<file path="config.mk">
export PLATFORM = sky130hd
export DESIGN_NAME = db_msg_unit
export DESIGN_NICKNAME = d
export VERILOG_FILES = /design/src/rtl/db_pkg.sv /design/src/rtl/db_addr_decode.sv /design/src/rtl/db_doorbell_reg.sv /design/src/rtl/db_mask_reg.sv /design/src/rtl/db_irq_out.sv /design/src/rtl/db_read_port.sv /design/src/rtl/db_msg_unit.sv
export SDC_FILE = /design/constraint.sdc
export NUM_CORES = 1
export LEC_CHECK = 0
export BUFFER_PORTS_ARGS = -buffer_cell sky130_fd_sc_hd__buf_4
export CAP_MARGIN = 20
export CORE_ASPECT_RATIO = 0.5
export CORE_MARGIN = 2
export CORE_UTILIZATION = 30
export DETAILED_ROUTE_END_ITERATION = 12
export HOLD_SLACK_MARGIN = 0.1
export PLACE_DENSITY_LB_ADDON = 0.08
export SLEW_MARGIN = 20
export SYNTH_ARGS = -nofsm -noshare
export SYNTH_HDL_FRONTEND = slang
export SYNTH_SLANG_ARGS = --single-unit
</file>
<file path="constraint.sdc">
create_clock -name clk -period 3.33 [get_ports clk]
set_clock_uncertainty 0.1 [all_clocks]
set_input_delay 0.1665 -clock clk [delete_from_list [all_inputs] [get_ports clk]]
set_output_delay 0.1665 -clock clk [all_outputs]
set_load 0.01 [all_outputs]
</file>
<file path="src/rtl/db_pkg.sv">
package db_pkg;

  // Register window offsets (byte addresses)
  localparam logic [15:0] OFS_IN_DB    = 16'h1C20;
  localparam logic [15:0] OFS_IN_MASK  = 16'h1C24;
  localparam logic [15:0] OFS_OUT_DB   = 16'h1C2C;
  localparam logic [15:0] OFS_OUT_MASK = 16'h1C30;
  localparam logic [15:0] OFS_OUT_SET  = 16'h1C34;

  typedef enum logic [2:0] {
    SEL_NONE,
    SEL_IN_DB,
    SEL_IN_MASK,
    SEL_OUT_DB,
    SEL_OUT_MASK,
    SEL_OUT_SET
  } reg_sel_e;

endpackage

</file>
<file path="src/rtl/db_addr_decode.sv">
module db_addr_decode
  import db_pkg::*;
#(
  parameter int ADDR_W = 16
) (
  input  logic [ADDR_W-1:0] addr,
  output reg_sel_e          sel
);
  localparam logic [ADDR_W-1:0] A_IN_DB    = ADDR_W'(OFS_IN_DB);
  localparam logic [ADDR_W-1:0] A_IN_MASK  = ADDR_W'(OFS_IN_MASK);
  localparam logic [ADDR_W-1:0] A_OUT_DB   = ADDR_W'(OFS_OUT_DB);
  localparam logic [ADDR_W-1:0] A_OUT_MASK = ADDR_W'(OFS_OUT_MASK);
  localparam logic [ADDR_W-1:0] A_OUT_SET  = ADDR_W'(OFS_OUT_SET);

  always_comb begin
    unique case (addr)
      A_IN_DB:    sel = SEL_IN_DB;
      A_IN_MASK:  sel = SEL_IN_MASK;
      A_OUT_DB:   sel = SEL_OUT_DB;
      A_OUT_MASK: sel = SEL_OUT_MASK;
      A_OUT_SET:  sel = SEL_OUT_SET;
      default:    sel = SEL_NONE;
    endcase
  end
endmodule

</file>
<file path="src/rtl/db_doorbell_reg.sv">
module db_doorbell_reg #(
  parameter int DW = 32
) (
  input  logic          clk,
  input  logic          rst,
  input  logic [DW-1:0] set_a,
  input  logic [DW-1:0] set_b,
  input  logic [DW-1:0] clr,
  output logic [DW-1:0] q,
  output logic [DW-1:0] nxt
);
  // clear first, then set: set wins on a shared bit
  always_comb nxt = (q & ~clr) | set_a | set_b;

  always_ff @(posedge clk) begin
    if (rst) q <= '0;
    else     q <= nxt;
  end
endmodule

</file>
<file path="src/rtl/db_mask_reg.sv">
module db_mask_reg #(
  parameter int DW = 32
) (
  input  logic          clk,
  input  logic          rst,
  input  logic          wen_pri,
  input  logic [DW-1:0] d_pri,
  input  logic          wen_sec,
  input  logic [DW-1:0] d_sec,
  output logic [DW-1:0] q,
  output logic [DW-1:0] nxt
);
  always_comb begin
    if (wen_pri)      nxt = d_pri;
    else if (wen_sec) nxt = d_sec;
    else              nxt = q;
  end

  always_ff @(posedge clk) begin
    if (rst) q <= '1;
    else     q <= nxt;
  end
endmodule

</file>
<file path="src/rtl/db_irq_out.sv">
module db_irq_out #(
  parameter int DW = 32
) (
  input  logic          clk,
  input  logic          rst,
  input  logic [DW-1:0] db_nxt,
  input  logic [DW-1:0] mask_nxt,
  output logic          irq
);
  always_ff @(posedge clk) begin
    if (rst) irq <= 1'b0;
    else     irq <= |(db_nxt & ~mask_nxt);
  end
endmodule

</file>
<file path="src/rtl/db_read_port.sv">
module db_read_port
  import db_pkg::*;
#(
  parameter int DW = 32
) (
  input  logic          clk,
  input  logic          rst,
  input  reg_sel_e      sel,
  input  logic [DW-1:0] in_db,
  input  logic [DW-1:0] in_mask,
  input  logic [DW-1:0] out_db,
  input  logic [DW-1:0] out_mask,
  output logic [DW-1:0] rdata
);
  logic [DW-1:0] mux;

  always_comb begin
    unique case (sel)
      SEL_IN_DB:    mux = in_db;
      SEL_IN_MASK:  mux = in_mask;
      SEL_OUT_DB:   mux = out_db;
      SEL_OUT_MASK: mux = out_mask;
      default:      mux = '0;
    endcase
  end

  always_ff @(posedge clk) begin
    if (rst) rdata <= '0;
    else     rdata <= mux;
  end
endmodule

</file>
<file path="src/rtl/db_msg_unit.sv">
module db_msg_unit
  import db_pkg::*;
#(
  parameter int DW     = 32,
  parameter int ADDR_W = 16
) (
  input  logic              clk,
  input  logic              rst,
  input  logic              cpu_wen,
  input  logic [ADDR_W-1:0] cpu_addr,
  input  logic [DW-1:0]     cpu_wdata,
  output logic [DW-1:0]     cpu_rdata,
  input  logic              pci_wen,
  input  logic [ADDR_W-1:0] pci_addr,
  input  logic [DW-1:0]     pci_wdata,
  output logic [DW-1:0]     pci_rdata,
  output logic              cpu_irq,
  output logic              pci_irq
);
  localparam int NPORT = 2;  // 0 = CPU, 1 = PCI

  reg_sel_e              sel   [NPORT];
  logic                  wen   [NPORT];
  logic [ADDR_W-1:0]     addr  [NPORT];
  logic [DW-1:0]         wdata [NPORT];
  logic [DW-1:0]         rdata [NPORT];

  logic [DW-1:0] out_db_q, out_db_nxt, in_db_q, in_db_nxt;
  logic [DW-1:0] out_mask_q, out_mask_nxt, in_mask_q, in_mask_nxt;

  always_comb begin
    wen[0] = cpu_wen;  addr[0] = cpu_addr;  wdata[0] = cpu_wdata;
    wen[1] = pci_wen;  addr[1] = pci_addr;  wdata[1] = pci_wdata;
  end

  for (genvar p = 0; p < NPORT; p++) begin : g_port
    db_addr_decode #(.ADDR_W(ADDR_W)) u_dec (
      .addr (addr[p]),
      .sel  (sel[p])
    );
    db_read_port #(.DW(DW)) u_rd (
      .clk      (clk),
      .rst      (rst),
      .sel      (sel[p]),
      .in_db    (in_db_q),
      .in_mask  (in_mask_q),
      .out_db   (out_db_q),
      .out_mask (out_mask_q),
      .rdata    (rdata[p])
    );
  end

  assign cpu_rdata = rdata[0];
  assign pci_rdata = rdata[1];

  // write strobes per register and port
  logic cpu_w_out_db, cpu_w_in_db, cpu_w_out_mask, cpu_w_in_mask;
  logic pci_w_out_db, pci_w_in_db, pci_w_out_mask, pci_w_in_mask, pci_w_out_set;

  always_comb begin
    cpu_w_out_db   = wen[0] && sel[0] == SEL_OUT_DB;
    cpu_w_in_db    = wen[0] && sel[0] == SEL_IN_DB;
    cpu_w_out_mask = wen[0] && sel[0] == SEL_OUT_MASK;
    cpu_w_in_mask  = wen[0] && sel[0] == SEL_IN_MASK;
    pci_w_out_db   = wen[1] && sel[1] == SEL_OUT_DB;
    pci_w_in_db    = wen[1] && sel[1] == SEL_IN_DB;
    pci_w_out_mask = wen[1] && sel[1] == SEL_OUT_MASK;
    pci_w_in_mask  = wen[1] && sel[1] == SEL_IN_MASK;
    pci_w_out_set  = wen[1] && sel[1] == SEL_OUT_SET;
  end

  // outbound: CPU sets, PCI sets through alias, PCI clears
  db_doorbell_reg #(.DW(DW)) u_out_db (
    .clk   (clk),
    .rst   (rst),
    .set_a (cpu_w_out_db  ? cpu_wdata : '0),
    .set_b (pci_w_out_set ? pci_wdata : '0),
    .clr   (pci_w_out_db  ? pci_wdata : '0),
    .q     (out_db_q),
    .nxt   (out_db_nxt)
  );

  // inbound: PCI sets, CPU clears
  db_doorbell_reg #(.DW(DW)) u_in_db (
    .clk   (clk),
    .rst   (rst),
    .set_a (pci_w_in_db ? pci_wdata : '0),
    .set_b ('0),
    .clr   (cpu_w_in_db ? cpu_wdata : '0),
    .q     (in_db_q),
    .nxt   (in_db_nxt)
  );

  // receiving side has priority on its own mask
  db_mask_reg #(.DW(DW)) u_out_mask (
    .clk     (clk),
    .rst     (rst),
    .wen_pri (pci_w_out_mask),
    .d_pri   (pci_wdata),
    .wen_sec (cpu_w_out_mask),
    .d_sec   (cpu_wdata),
    .q       (out_mask_q),
    .nxt     (out_mask_nxt)
  );

  db_mask_reg #(.DW(DW)) u_in_mask (
    .clk     (clk),
    .rst     (rst),
    .wen_pri (cpu_w_in_mask),
    .d_pri   (cpu_wdata),
    .wen_sec (pci_w_in_mask),
    .d_sec   (pci_wdata),
    .q       (in_mask_q),
    .nxt     (in_mask_nxt)
  );

  db_irq_out #(.DW(DW)) u_pci_irq (
    .clk      (clk),
    .rst      (rst),
    .db_nxt   (out_db_nxt),
    .mask_nxt (out_mask_nxt),
    .irq      (pci_irq)
  );

  db_irq_out #(.DW(DW)) u_cpu_irq (
    .clk      (clk),
    .rst      (rst),
    .db_nxt   (in_db_nxt),
    .mask_nxt (in_mask_nxt),
    .irq      (cpu_irq)
  );
endmodule

</file>
# ---- Word-level counts from Yosys, hierarchy flattened
# Cells that the tools add are included.
dict set report totals {
  elab_cells 62
  reg_bits 194
  output_inout_bits 66
  input_bits 100
}
dict set report op_classes {
  n_eq_ne 19
  n_bitwise 11
  muxes 13
  reduce_logical 11
}
# operator n
set ops {}
lappend ops {{$mux W32} 9}
lappend ops {{$pmux W32 S4} 2}
lappend ops {{$eq A16 B13 Y1 const B} 10}
lappend ops {{$and A32 B32 Y32} 4}
lappend ops {{$not A32 Y32} 4}
lappend ops {{$or A32 B32 Y32} 3}
lappend ops {{$reduce_or A32 Y1} 2}
lappend ops {{$pmux W3 S5} 2}
lappend ops {{$eq A3 B2 Y1 const B} 4}
lappend ops {{$eq A3 B3 Y1 const B} 3}
lappend ops {{$logic_and A1 B1 Y1} 9}
lappend ops {{$eq A3 B1 Y1 const B} 2}

# ---- Depth between registers and ports, before layout
dict set report logic_depth {
  depth_word 11
  ltp_mapped 11
  mapped_depth_nobuf 8
}

# ---- By module
# A second synthesis with hierarchy kept.
dict set report hier_totals {
  cells_unflattened 1301
  area_unflattened_um2 10851.7
}
# mod seq_area_each_um2 n_inst area_each_um2 cells_each
set by_module_without_submodules {}
lappend by_module_without_submodules {db_mask_reg 640.6 2 1627.8 179}
lappend by_module_without_submodules {db_read_port 640.6 2 1501.4 150}
lappend by_module_without_submodules {db_doorbell_reg 640.6 2 1275.0 163}
lappend by_module_without_submodules {db_msg_unit 0.0 1 1287.5 187}
lappend by_module_without_submodules {db_irq_out 20.0 2 274.0 54}
lappend by_module_without_submodules {db_addr_decode 0.0 2 103.8 11}

# ---- Worst setup path before layout
# OpenSTA, ideal clock, no wires.
dict set report synth_path {
  path_type {input to register}
  startpoint {input pci_addr[13]}
  endpoint {register g_port[1].u_rd.rdata[12]}
  cell_stages 8
  path_slack_ns 0.566
  arrival_time_ns 2.537
  required_ns 3.102
  setup_time_ns 0.128
  n_path_buf 1
  path_cell_list {or4b_1 > nor4b_1 > a21oi_1 > nor3_2 > clkbuf_1 > mux2_2 > a222oi_1 > nor2_1}
}
dict set report synth_via {
  elab_chain_len 4
  elab_cells_between_ends 11
  cone_classes {eq/ne: 9; mux: 2}
}
# element line
set synth_lines {}
lappend synth_lines {{from (decl)} db_msg_unit.sv:14} ;# input logic [ADDR_W-1:0] pci_addr,
lappend synth_lines {{$eq A16 B13 Y1} db_addr_decode.sv:16} ;# unique case (addr)
lappend synth_lines {{$pmux W3 S5 (*)} db_addr_decode.sv:16}
lappend synth_lines {{$eq A3 B3 Y1 (tied with other cells)} db_read_port.sv:18} ;# unique case (sel)
lappend synth_lines {{$pmux W32 S4 (*)} db_read_port.sv:18}
lappend synth_lines {{to (signal assigned)} db_read_port.sv:29} ;# else rdata <= mux;
lappend synth_lines {{to (decl)} db_read_port.sv:13} ;# output logic [DW-1:0] rdata
# Mark *: on every way between the ends. The rest lies on a longest branch, timed or not.
# A chain may end at the register's enable or synchronous reset.

# ---- Worst setup path after layout
dict set report layout_path {
  startpoint {input pci_wen}
  endpoint {register u_cpu_irq.irq}
}
dict set report layout_via {
  elab_chain_len 6
  elab_cells_between_ends 9
  cone_classes {mux: 3; bitwise: 3; reduce/logical: 3}
}
# element line
set layout_lines {}
lappend layout_lines {{from (decl)} db_msg_unit.sv:13} ;# input logic pci_wen,
lappend layout_lines {{$logic_and A1 B1 Y1} db_msg_unit.sv:68} ;# pci_w_in_mask = wen[1] && sel[1] == SEL_IN_MASK;
lappend layout_lines {{$mux W32} db_mask_reg.sv:15} ;# else if (wen_sec) nxt = d_sec;
lappend layout_lines {{$mux W32} db_mask_reg.sv:14} ;# if (wen_pri) nxt = d_pri;
lappend layout_lines {{$not A32 Y32} db_irq_out.sv:12} ;# else irq <= |(db_nxt & ~mask_nxt);
lappend layout_lines {{$and A32 B32 Y32 (*)} db_irq_out.sv:12}
lappend layout_lines {{$reduce_or A32 Y1 (*)} db_irq_out.sv:12}
lappend layout_lines {{to (signal assigned)} db_irq_out.sv:12}
lappend layout_lines {{to (decl)} db_irq_out.sv:8} ;# output logic irq
# Marked as above.

==> summary.md <==
| Metric | Value |
|---|---|
| Worst-margin pin slew | `1.020 ns` |
| Initial drt markers | `1221` |
| CTS Buffer Depth | `2` |
| FF/Latch Area | `3884 µm²` |
| Part of the power in combinational logic | `6.8%` |
| Buffers on Ports | `165` |
| CP Class | `in2reg` |
| Finished Cell Area | `13490 µm²` |
| Syn-to-layout area delta | `38.37%` |
| Synth Area in Compound Gates | `26.16%` |
| Number of vias in the routed layout | `10507` |
| PwrDens | `351.3 nW/µm²` |
| Largest net degree at the start of global routing | `83` |
| Hold Path Stages | `4` |
| RSZ-0062 raised after global routing | `false` |
| Netlist cell types | `61` |
| Largest family of logic cells by synthesized area | `compound AO/OA/AOI/OAI gates` |
| Status | `complete, no violations` |
| Overall overflow remaining after global route | `0` |
| GRT Max-Usage Layer | `met2` |
| Diodes inserted | `0` |
| Flop-to-flop setup slack | `1.34 ns` |
| Fraction of registers with async set/reset | `0%` |
| Cell area after synthesis | `9751 µm²` |
| Relative slew slack | `32.01%` |
| GR Util met3 | `4.842%` |
| Worst R2R End | `u_cpu_irq.irq` |
| Post-DRT Antenna Nets | `0` |
| RR Startpoint | `u_in_mask.q[20]` |
| FMAX | `0.3158 GHz` |
| MaxCap Viol Count | `0` |
| Post-synth EDFFs | `0` |
| # setup viols final | `0` |
| CTS resizes | `0` |
| H-tree depth | `4` |
| Worst Hold Class | `in2reg` |
| Post-Syn Nets | `1216` |
| TritonCTS clock tree | `done` |
| Hold Path End | `u_in_db.q[14]` |
| Synth Area in Adders | `0%` |
| DRT Pass-1 Iters | `6` |
| DR WL/cell | `24.61 µm` |
| Nets | `1482` |
| Initial antenna violation count | `0` |
| Worst setup path startpoint | `pci_wen` |
| Vias per std cell | `5.751` |
| Post-synthesis xor/xnor area fraction | `0.08982%` |
| Fraction of layout cells with a size suffix above 1 | `26.74%` |
| WL final | `44960 µm` |
| Seq pwr share | `48.9%` |
| Row count | `46` |
| Post-synth top area cell | `dfxtp_1` |
| Sinks on Clock Net | `194` |
| Area after DPL | `11900 µm²` |
| Period minus WS final | `3.166 ns` |
| M2 GR Usage | `39.42%` |
| Int Pwr | `3.522 mW` |
| CTS clk-pin slew, worst paths | `0.08 ns` |
| Clk pwr share | `44.3%` |
| Vias in the first global route | `10500` |
| Tcrit/Tclk final | `95.08%` |
| Hold WS | `0.2227 ns` |
| Num CTS Buffers | `17` |
| Avg Inst Size Synth | `8.737 µm²` |
| Layout filler cell count | `3152` |
| Synth warn | `0` |
| Total track usage | `26.19%` |
| Top-count cell post-synth | `dfxtp_1` |
| Initial core utilization | `30.64%` |
| Setup ws final | `0.1638 ns` |
| Die Wd | `259.0 µm` |
| Seq cells post-synth | `194` |
| Top-area cell type share of the netlist area | `39.83%` |
| Core area | `31830 µm²` |
| Root Buffer | `clkbuf_16` |
| CP Data Arrival Time | `3.35 ns` |
| Hold path start | `cpu_wen` |
| Placer Congestion | `0.8726` |
| Synth area leaders | `dfxtp_1, nor2_1, a222oi_1` |
| Multi-input gate area in the final layout | `5355 µm²` |
| Worst Setup End Kind | `flip-flop` |
| Drt drc | `0` |
| Net Sw Frac | `25.68%` |
| Final slew viol count | `0` |
| Worst-Skew Late Latency | `0.47 ns` |
| HPWL after DPL | `30250 µm` |
| Met1 Track Usage GR | `37.54%` |
| Psw | `1.217 mW` |
| Max VDD drop | `0.0003443 V` |
| I/O pin count | `166` |
| Setup Fix Bufs, Post-CTS | `0` |
| Req. time, crit path | `3.52 ns` |
| Synth Instances | `1116` |
| Most used DFF post-synth | `dfxtp_1` |
| Reg2Reg Depth | `7` |
| Commonest cells post-synth | `dfxtp_1, nor2_1, nand2_1` |
| Total power | `4.739 mW` |
| Mux share of post-synthesis cell area | `10.05%` |
| Synth Area in Simple Gates | `18.30%` |
| Leak | `5.012 nW` |
| CP Max Fanout | `11` |
| Chip Height | `131.5 µm` |
| Seq/Total Area, Yosys | `39.83%` |
| Die footprint | `34050 µm²` |
| Setup WS pre-CTS | `-0.1121 ns` |
| Fin. Hold Viols | `0` |
| CP Launch Type | `primary input` |
| First-pass GRT wire length | `66840 µm` |
[cell usage in the layout, fill, tap and decap left out, types with 13 or more instances in the layout]
cell type	n
a211oi_1	18
a21boi_0	16
a21oi_1	42
a221oi_1	31
a222oi_1	62
a22oi_1	20
and2_1	13
buf_12	15
buf_4	232
clkbuf_16	17
dfxtp_1	194
dlygate4sd3_1	101
inv_1	22
mux2_2	55
mux2i_1	36
nand2_1	81
nand3_1	17
nor2_1	173
o211ai_1	19
o21ai_0	40
o22ai_1	20
or2_2	25
[through the flow]
stage	util (%)	cells	setup TNS, ns
6_report	42.39	1827	0
5_1_grt	42.39	1827	0
4_1_cts	42.39	1827	0
3_5_place_dp	37.40	1694	-0.1411
3_3_place_gp	37.40	1694	-0.1005
2_1_floorplan	-	1116	0
[metal layers]
metal	part of all wire, %	wire, µm
met3	8.7	3927
met2	43	19260
met4	2.0	903
met5	0	0
met1	46	20870
[worst max-delay path by stage]
stage                                           to  cells past startpoint  slack (ns)
final                                u_cpu_irq.irq                     12        0.16
after global routing                 u_cpu_irq.irq                     12        0.05
after CTS                            u_cpu_irq.irq                     12        0.20
after detailed placement             u_cpu_irq.irq                     11       -0.11
after global placement               u_cpu_irq.irq                     11       -0.10
after floorplan           g_port[1].u_rd.rdata[12]                      8        0.57
[cell families (layout without fill, tap and decap cells)]
family / count (synthesis) / after routing
compound gates: 340 / 340
xor+xnor: 1 / 1
buf+inv: 123 / 402
flops: 194 / 194
mux: 91 / 91
simple gates: 367 / 367
[layout make-up]
cell class                 instances  share of cell area (%)
multi-input combinational        799                   39.69
tap                              432                   4.006
clock inverter                    15                   1.122
clock buffer                      17                   3.153
timing repair buffer             348                   22.63
inverter                          22                  0.6121
sequential                       194                   28.79
[power by group through the flow]
stage / Sequential, mW / Combinational (mW) / Clock (mW)
3_5_place_dp: 2.37 / 0.254 / 0
6_report: 2.32 / 0.322 / 2.10
4_1_cts: 2.32 / 0.318 / 2.14
2_1_floorplan: 2.37 / 0.0642 / 0
3_3_place_gp: 2.37 / 0.253 / 0
5_1_grt: 2.32 / 0.338 / 2.23
[sequential cells by signal (all words and copies together), names as in the netlist]
name               count
u_in_mask.q           32
u_in_db.q             32
u_pci_irq.irq          1
g_port.u_rd.rdata     64
u_out_mask.q          32
u_out_db.q            32
u_cpu_irq.irq          1
[critical path, stage by stage]
cell and delay, ns:
dlygate4sd3_1 0.53, buf_4 0.20, nor2b_1 0.52, and2_1 0.25
buf_4 0.21, buf_12 0.15, mux2i_1 0.09, o211ai_1 0.27
o2111ai_1 0.21, nor4_1 0.45, buf_4 0.20, a41oi_1 0.09
[repair_timing]
| action | CTS | global route |
|---|---|---|
| setup endpoints to repair | 0 | 0 |
| endpoints found under the hold margin | 112 | 0 |
| hold buffers | 101 | 0 |
No activity file was read; power rests on OpenSTA's default activity.
